<file path="src/rtl/tmr_pkg.sv">
package tmr_pkg;
  // Fixed bus layout: count and limit are 16 bits, split into two bytes.
  localparam int CNT_W = 16;
  localparam int OVF_W = 4;
  localparam int LVL_W = 3;
  localparam int ADR_W = 3;

  localparam logic [ADR_W-1:0] A_LIM_HI = 3'd0;
  localparam logic [ADR_W-1:0] A_LIM_LO = 3'd1;
  localparam logic [ADR_W-1:0] A_CNT_HI = 3'd2;
  localparam logic [ADR_W-1:0] A_CNT_LO = 3'd3;
  localparam logic [ADR_W-1:0] A_CTRL   = 3'd4;
  localparam logic [ADR_W-1:0] A_ICTL   = 3'd5;

  localparam int CTRL_RUN_BIT = 1;
  localparam int ICTL_ACK_BIT = 3;
  localparam int ICTL_EN_BIT  = 4;
endpackage

</file>
<file path="src/rtl/tmr_prescale.sv">
module tmr_prescale #(
  parameter int DIV = 4
) (
  input  logic clk,
  input  logic rst_n,
  input  logic run,
  output logic tick
);
  localparam int PW = (DIV > 1) ? $clog2(DIV) : 1;

  generate
    if (DIV <= 1) begin : g_nodiv
      assign tick = run;
    end else begin : g_div
      logic [PW-1:0] pc;

      always_ff @(posedge clk or negedge rst_n) begin
        if (!rst_n)                      pc <= '0;
        else if (!run)                   pc <= '0;
        else if (pc == PW'(DIV - 1))     pc <= '0;
        else                             pc <= pc + 1'b1;
      end

      assign tick = run && (pc == PW'(DIV - 1));

      // ticks are spaced PRESCALE cycles apart, so never back to back
      assert_tick_spacing_R3: assert property (@(posedge clk) disable iff (!rst_n)
        tick |=> !tick);
    end
  endgenerate
endmodule

</file>
<file path="src/rtl/tmr_core.sv">
module tmr_core
  import tmr_pkg::*;
(
  input  logic             clk,
  input  logic             rst_n,
  input  logic             tick,
  input  logic             clr_cmd,
  input  logic             start_cmd,
  input  logic [CNT_W-1:0] limit_new,
  output logic [CNT_W-1:0] count,
  output logic [OVF_W-1:0] ovf,
  output logic             running,
  output logic             wrap
);
  logic [CNT_W-1:0] limit_act;
  logic [OVF_W-1:0] ovf_base;

  assign wrap = tick && (count == limit_act);

  // A start command empties the overflow field before any wrap is added.
  assign ovf_base = start_cmd ? '0 : ovf;

  always_ff @(posedge clk or negedge rst_n) begin
    if (!rst_n) begin
      running   <= 1'b0;
      count     <= '0;
      ovf       <= '0;
      limit_act <= '0;
    end else if (clr_cmd) begin
      running   <= 1'b0;
      count     <= '0;
      ovf       <= '0;
      limit_act <= limit_new;
    end else begin
      if (start_cmd) running <= 1'b1;
      if (wrap) begin
        count <= '0;
        ovf   <= (ovf_base == '1) ? ovf_base : ovf_base + 1'b1;
      end else begin
        if (tick) count <= count + 1'b1;
        ovf <= ovf_base;
      end
    end
  end

  assert_count_le_limit_R4: assert property (@(posedge clk) disable iff (!rst_n)
    count <= limit_act);
  assert_ovf_saturate_R5: assert property (@(posedge clk) disable iff (!rst_n)
    (ovf == '1) && !clr_cmd && !start_cmd |=> ovf == '1);
  assert_stop_hold_R3: assert property (@(posedge clk) disable iff (!rst_n)
    !running && !start_cmd |=> $stable(count));
  assert_clear_zero_R6: assert property (@(posedge clk) disable iff (!rst_n)
    clr_cmd |=> (count == '0) && (ovf == '0) && !running);
  assert_start_ovf_R7: assert property (@(posedge clk) disable iff (!rst_n)
    start_cmd && !clr_cmd && !wrap |=> ovf == '0);
endmodule

</file>
<file path="src/rtl/tmr_irq.sv">
module tmr_irq
  import tmr_pkg::*;
(
  input  logic             clk,
  input  logic             rst_n,
  input  logic             wr_ictl,
  input  logic [7:0]       wdata,
  input  logic             wrap,
  output logic [LVL_W-1:0] level,
  output logic             enable,
  output logic             pending,
  output logic             irq
);
  always_ff @(posedge clk or negedge rst_n) begin
    if (!rst_n) begin
      level   <= '0;
      enable  <= 1'b0;
      pending <= 1'b0;
    end else begin
      if (wr_ictl) begin
        level  <= wdata[LVL_W-1:0];
        enable <= wdata[ICTL_EN_BIT];
      end
      if (wrap)                                   pending <= 1'b1;
      else if (wr_ictl && wdata[ICTL_ACK_BIT])    pending <= 1'b0;
    end
  end

  assign irq = pending && enable;

  assert_ack_clears_R9: assert property (@(posedge clk) disable iff (!rst_n)
    wr_ictl && wdata[ICTL_ACK_BIT] && !wrap |=> !pending);
  assert_wrap_pends_R4: assert property (@(posedge clk) disable iff (!rst_n)
    wrap |=> pending);
  assert_zero_write_quiet_R10: assert property (@(posedge clk) disable iff (!rst_n)
    wr_ictl && (wdata == 8'h00) |=> !irq);
endmodule

</file>
<file path="src/rtl/ptimer_top.sv">
module ptimer_top
  import tmr_pkg::*;
#(
  parameter int PRESCALE = 4
) (
  input  logic             clk,
  input  logic             rst_n,
  input  logic [ADR_W-1:0] bus_addr,
  input  logic             bus_we,
  input  logic [7:0]       bus_wdata,
  output logic [7:0]       bus_rdata,
  output logic             irq_req,
  output logic [LVL_W-1:0] irq_level
);
  logic [CNT_W-1:0] limit_reg;
  logic [7:0]       limit_hi_stage;
  logic [CNT_W-1:0] count;
  logic [OVF_W-1:0] ovf;
  logic             running, wrap, tick;
  logic             clr_cmd, start_cmd, wr_ictl;
  logic             enable, pending;

  assign clr_cmd   = bus_we && (bus_addr == A_CTRL) && !bus_wdata[CTRL_RUN_BIT];
  assign start_cmd = bus_we && (bus_addr == A_CTRL) &&  bus_wdata[CTRL_RUN_BIT];
  assign wr_ictl   = bus_we && (bus_addr == A_ICTL);

  always_ff @(posedge clk or negedge rst_n) begin
    if (!rst_n) begin
      limit_hi_stage <= '0;
      limit_reg      <= '0;
    end else if (bus_we) begin
      if (bus_addr == A_LIM_HI) limit_hi_stage <= bus_wdata;
      if (bus_addr == A_LIM_LO) limit_reg      <= {limit_hi_stage, bus_wdata};
    end
  end

  tmr_prescale #(.DIV(PRESCALE)) u_pre (
    .clk(clk), .rst_n(rst_n), .run(running), .tick(tick)
  );

  tmr_core u_core (
    .clk(clk), .rst_n(rst_n), .tick(tick), .clr_cmd(clr_cmd),
    .start_cmd(start_cmd), .limit_new(limit_reg), .count(count),
    .ovf(ovf), .running(running), .wrap(wrap)
  );

  tmr_irq u_irq (
    .clk(clk), .rst_n(rst_n), .wr_ictl(wr_ictl), .wdata(bus_wdata),
    .wrap(wrap), .level(irq_level), .enable(enable), .pending(pending),
    .irq(irq_req)
  );

  always_comb begin
    case (bus_addr)
      A_LIM_HI: bus_rdata = limit_reg[15:8];
      A_LIM_LO: bus_rdata = limit_reg[7:0];
      A_CNT_HI: bus_rdata = count[15:8];
      A_CNT_LO: bus_rdata = count[7:0];
      A_CTRL:   bus_rdata = {ovf, 2'b00, running, 1'b0};
      A_ICTL:   bus_rdata = {pending, 2'b00, enable, 1'b0, irq_level};
      default:  bus_rdata = 8'h00;
    endcase
  end

  // staging the high byte leaves the committed limit untouched
  assert_limit_stage_R2: assert property (@(posedge clk) disable iff (!rst_n)
    bus_we && (bus_addr == A_LIM_HI) |=> $stable(limit_reg));
endmodule

</file>
<file path="config.mk">
export PLATFORM = sky130hd
export DESIGN_NAME = ptimer_top
export DESIGN_NICKNAME = d
export VERILOG_FILES = /design/src/rtl/tmr_pkg.sv /design/src/rtl/tmr_prescale.sv /design/src/rtl/tmr_core.sv /design/src/rtl/tmr_irq.sv /design/src/rtl/ptimer_top.sv
export SDC_FILE = /design/constraint.sdc
export NUM_CORES = 1
export LEC_CHECK = 0
export CAP_MARGIN = 25
export CORE_MARGIN = 3
export CORE_UTILIZATION = 28
export CTS_BUF_LIST = sky130_fd_sc_hd__clkbuf_4 sky130_fd_sc_hd__clkbuf_8 sky130_fd_sc_hd__clkbuf_16
export CTS_CLUSTER_DIAMETER = 50
export CTS_CLUSTER_SIZE = 10
export DETAILED_ROUTE_END_ITERATION = 6
export SYNTH_ARGS = -nofsm -noshare
export SYNTH_HDL_FRONTEND = slang
export SYNTH_HIERARCHICAL = 1
export SYNTH_SLANG_ARGS = --single-unit
</file>
<file path="constraint.sdc">
create_clock -name clk -period 1.8 [get_ports clk]
set_clock_uncertainty 0.05 [all_clocks]
set_input_delay 0.36 -clock clk [delete_from_list [all_inputs] [get_ports clk]]
set_output_delay 0.36 -clock clk [all_outputs]
set_load 0.01 [all_outputs]
</file>
==> impl_results.md <==
* Fraction of registers with async set/reset at 1.00
* ANT cells at 0
* Overall routing resource usage at 0.132
* IO Count at 26
* Critical path's largest stage delay at 0.47 ns
* P_leak at 2.27 nW
* First-pass GRT wire length at 14600 µm
* Sw frac at 0.294
* Worst hold slack at -0.000587 ns
* DRT iter0 DRCs at 78
* Drc violations at 0
* Die area at 0.0141 mm²
* Syn Nets at 318
* MaxCap Viol Count at 0
* CTS Sinks at 68
* Syn. warnings at 6
* Worst-Skew Late Latency at 0.33 ns
* Slew headroom at 0.738
* R2R Path Start: u_core/count[13]$_DFFE_PN0P_
* Footprint of the multi-input gates at 0.00204 mm²
* Drt wl/cell at 16.1 µm
* CP Buf/Inv Count at 1
* Switching power at 0.00158 W
* Pwr Density at 1060 mW/mm²
* Peak VDD IR at 0.000683 V
* Sequential cell fraction of total power at 0.402
* Reg2reg path depth at 6
* DPL Wire Length at 6460 µm
* Crit-path slowest cell: mux4_2
* Via density at 4.74
* Starting density of the core at 0.291
* Die width at 119 µm
* Main flop type after synthesis: dfrtp_1
* Area Growth Syn to Fin at 42.6%
* Power Internal at 0.00379 W
* Slew @ Worst Pin at 0.390 ns
* Fmax at 0.525 GHz
* Largest area contributor in the netlist: dfrtp_1
* Share of cells above drive strength 1 at 0.477
* Port Buffers at 25
* CTS root buf: clkbuf_16
* Clk pwr share at 0.338
* Synth Cell Area at 0.00356 mm²
* Pin count of the biggest net entering global routing at 69
* Core box area at 0.0122 mm²
* Placer Congestion at 0.825
* Worst-path fanout max at 2
* WS Path Type: reg -> out
* CTS tree: yes
* Fill count at 1171
* Area contributors post-synth: dfrtp_1 (48%), mux2_2 (11%), mux2i_1 (5.1%), xor2_1 (4.7%), mux2_1 (3.5%)
* Htree depth at 3
* DR pass1 iterations at 4
* DRT antenna net count at 0
* Crit-path leading delay family: multiplexers
* Final hold violations at 1
* Initial antenna violation count at 0
* Crit share post-route at 1.06
* Post-synthesis sequential area ratio at 0.478
* Register-to-register setup slack at -0.08 ns
* Vias in the first global route at 2789
* Netlist cell types at 50
* Fin nets at 406
* Final wirelength at 9060 µm
* Final std cells w/o fill at 562
* Failing checks: negative hold slack, negative setup slack
* Post-synth top area share at 0.478
* Crit path required time at 1.39 ns
* Register area at 0.00171 mm²
* Worst flop-to-flop path endpoint: u_core/ovf[0]$_DFF_PN0_
* Row count at 40
* Crit path cell chain: mux4_2 > nor2b_4 > buf_6
* Combinational Power Share at 0.260
* Placed Cells at 532
* Die height at 119 µm
* Vias at 2665
* Worst-path clk slew at 0.06 ns
* Final Setup Violations at 18
* Status: finished, violations left
* RSZ-0062 raised after global routing: yes
* Post-synth EDFFs at 0
* Arrival time at the worst endpoint at 1.50 ns
* Endpoint class of the critical path: primary output
* Fin. max-slew vios at 0
* Final Worst Setup Slack at -0.106 ns
* Hold WC Path Type: in -> async
* Synth Area per Inst at 11.8 µm²
* Clock Path Buffers at 2
* Cell count after synthesis at 301
* Fin crit period at 1.91 ns
* Startpoint type of the worst setup path: flip-flop
* Num CTS Buffers at 9
* GRT overflow at 0
* Register bit count reported by yosys at 68
[power by group through the flow]
stage	registers, W	clock network (W)	logic (W)
finish	0.00216	0.00181	0.00140
global placement	0.00217	0	0.00118
detailed placement	0.00218	0	0.00122
CTS	0.00215	0.00185	0.00130
floorplan	0.00210	0	0.000724
global route	0.00220	0.00191	0.00153
[metal layers]
| metal | vias to the layer above | global-route usage | routed length, µm |
|---|---|---|---|
| met1 | 1364 | 0.166 | 4080 |
| met4 | 0 | 0.0420 | 134 |
| met5 | - | 0 | 0 |
| met3 | 9 | 0.0273 | 216 |
| li1 | 1252 | - | - |
| met2 | 40 | 0.226 | 4630 |
[cell usage in the layout (no fill, tap or decap), types with 4 or more instances in the layout]
cell | synthesis | final
dfrtp_1 | 68 | 64
buf_4 | 0 | 53
mux2_2 | 35 | 35
xor2_1 | 19 | 16
mux2i_1 | 18 | 14
nor2_1 | 25 | 12
nand2_1 | 10 | 10
mux2_1 | 11 | 10
clkdlybuf4s50_1 | 0 | 10
clkbuf_16 | 0 | 9
buf_2 | 6 | 9
buf_6 | 3 | 8
xnor2_1 | 8 | 8
nand2b_1 | 9 | 7
nor2_4 | 1 | 7
nand4_1 | 7 | 7
nor2_2 | 0 | 7
o22a_1 | 5 | 5
nor2b_1 | 6 | 4
mux2i_2 | 0 | 4
buf_12 | 0 | 4
nor4_4 | 0 | 4
and3_1 | 4 | 4
dfrtp_2 | 0 | 4
[final cells by class]
cell class	count	share of cell area
multi-input cells	217	0.402
flip-flops and latches	68	0.336
repair buffers	90	0.156
clock buffers	10	0.0471
well taps	168	0.0414
clock inverters	6	0.0141
inverters	3	0.00222
[worst max-delay path by stage]
stage	start	endpoint	cells past startpoint
6_report	u_core/count[11]$_DFFE_PN0P_	bus_rdata[3]	3
3_3_place_gp	bus_addr[0]	bus_rdata[1]	6
2_1_floorplan	bus_addr[0]	u_core/ovf[0]$_DFF_PN0_	8
4_1_cts	u_core/count[11]$_DFFE_PN0P_	bus_rdata[3]	3
5_1_grt	u_core/count[2]$_DFFE_PN0P_	u_core/ovf[3]$_DFF_PN0_	6
3_5_place_dp	bus_addr[0]	bus_rdata[1]	6
[Yosys cell counts, types with 4 or more instances]
| master | instances |
|---|---|
| xnor2_1 | 8 |
| nor2b_1 | 6 |
| nor4_1 | 4 |
| buf_2 | 6 |
| o21ai_0 | 4 |
| clkbuf_1 | 4 |
| xor2_1 | 19 |
| mux2i_1 | 18 |
| and3_1 | 4 |
| nand2b_1 | 9 |
| o22a_1 | 5 |
| nand2_1 | 10 |
| nand4_1 | 7 |
| mux2_2 | 35 |
| mux2_1 | 11 |
| nor2_1 | 25 |
| dfrtp_1 | 68 |
| nand3_1 | 5 |
[through the flow]
stage          cell area [µm²]  power (W)  utilization  setup slack [ns]  TNS (ns)
6_report                  5070    0.00537        0.415            -0.106    -0.760
5_1_grt                   5070    0.00564        0.415            -0.148     -1.97
4_1_cts                   4870    0.00531        0.399            -0.105    -0.248
3_5_place_dp              4420    0.00339        0.362            -0.938    -43.19
3_3_place_gp              4420    0.00335        0.362            -0.954    -42.50
2_1_floorplan             3620    0.00282            -            0.0209         0
[cells by family after synthesis]
logic type,count (synthesis),synth area share
adder cells (fa/ha/maj),3,0.0105
AO/OA/AOI/OAI,26,0.0531
XOR/XNOR,27,0.0665
flip-flops,68,0.478
multiplexers,65,0.203
buffers and inverters,16,0.0253
AND/OR/NAND/NOR,96,0.164
[timing repair]
item	in CTS	in global routing
endpoints found under the setup margin	73	24
pin swaps	14	20
setup buffers	10	4
hold buffers	0	0
gates cloned	1	0
gates resized for setup	75	41
Note: power is estimated with default switching activity, not from simulation.
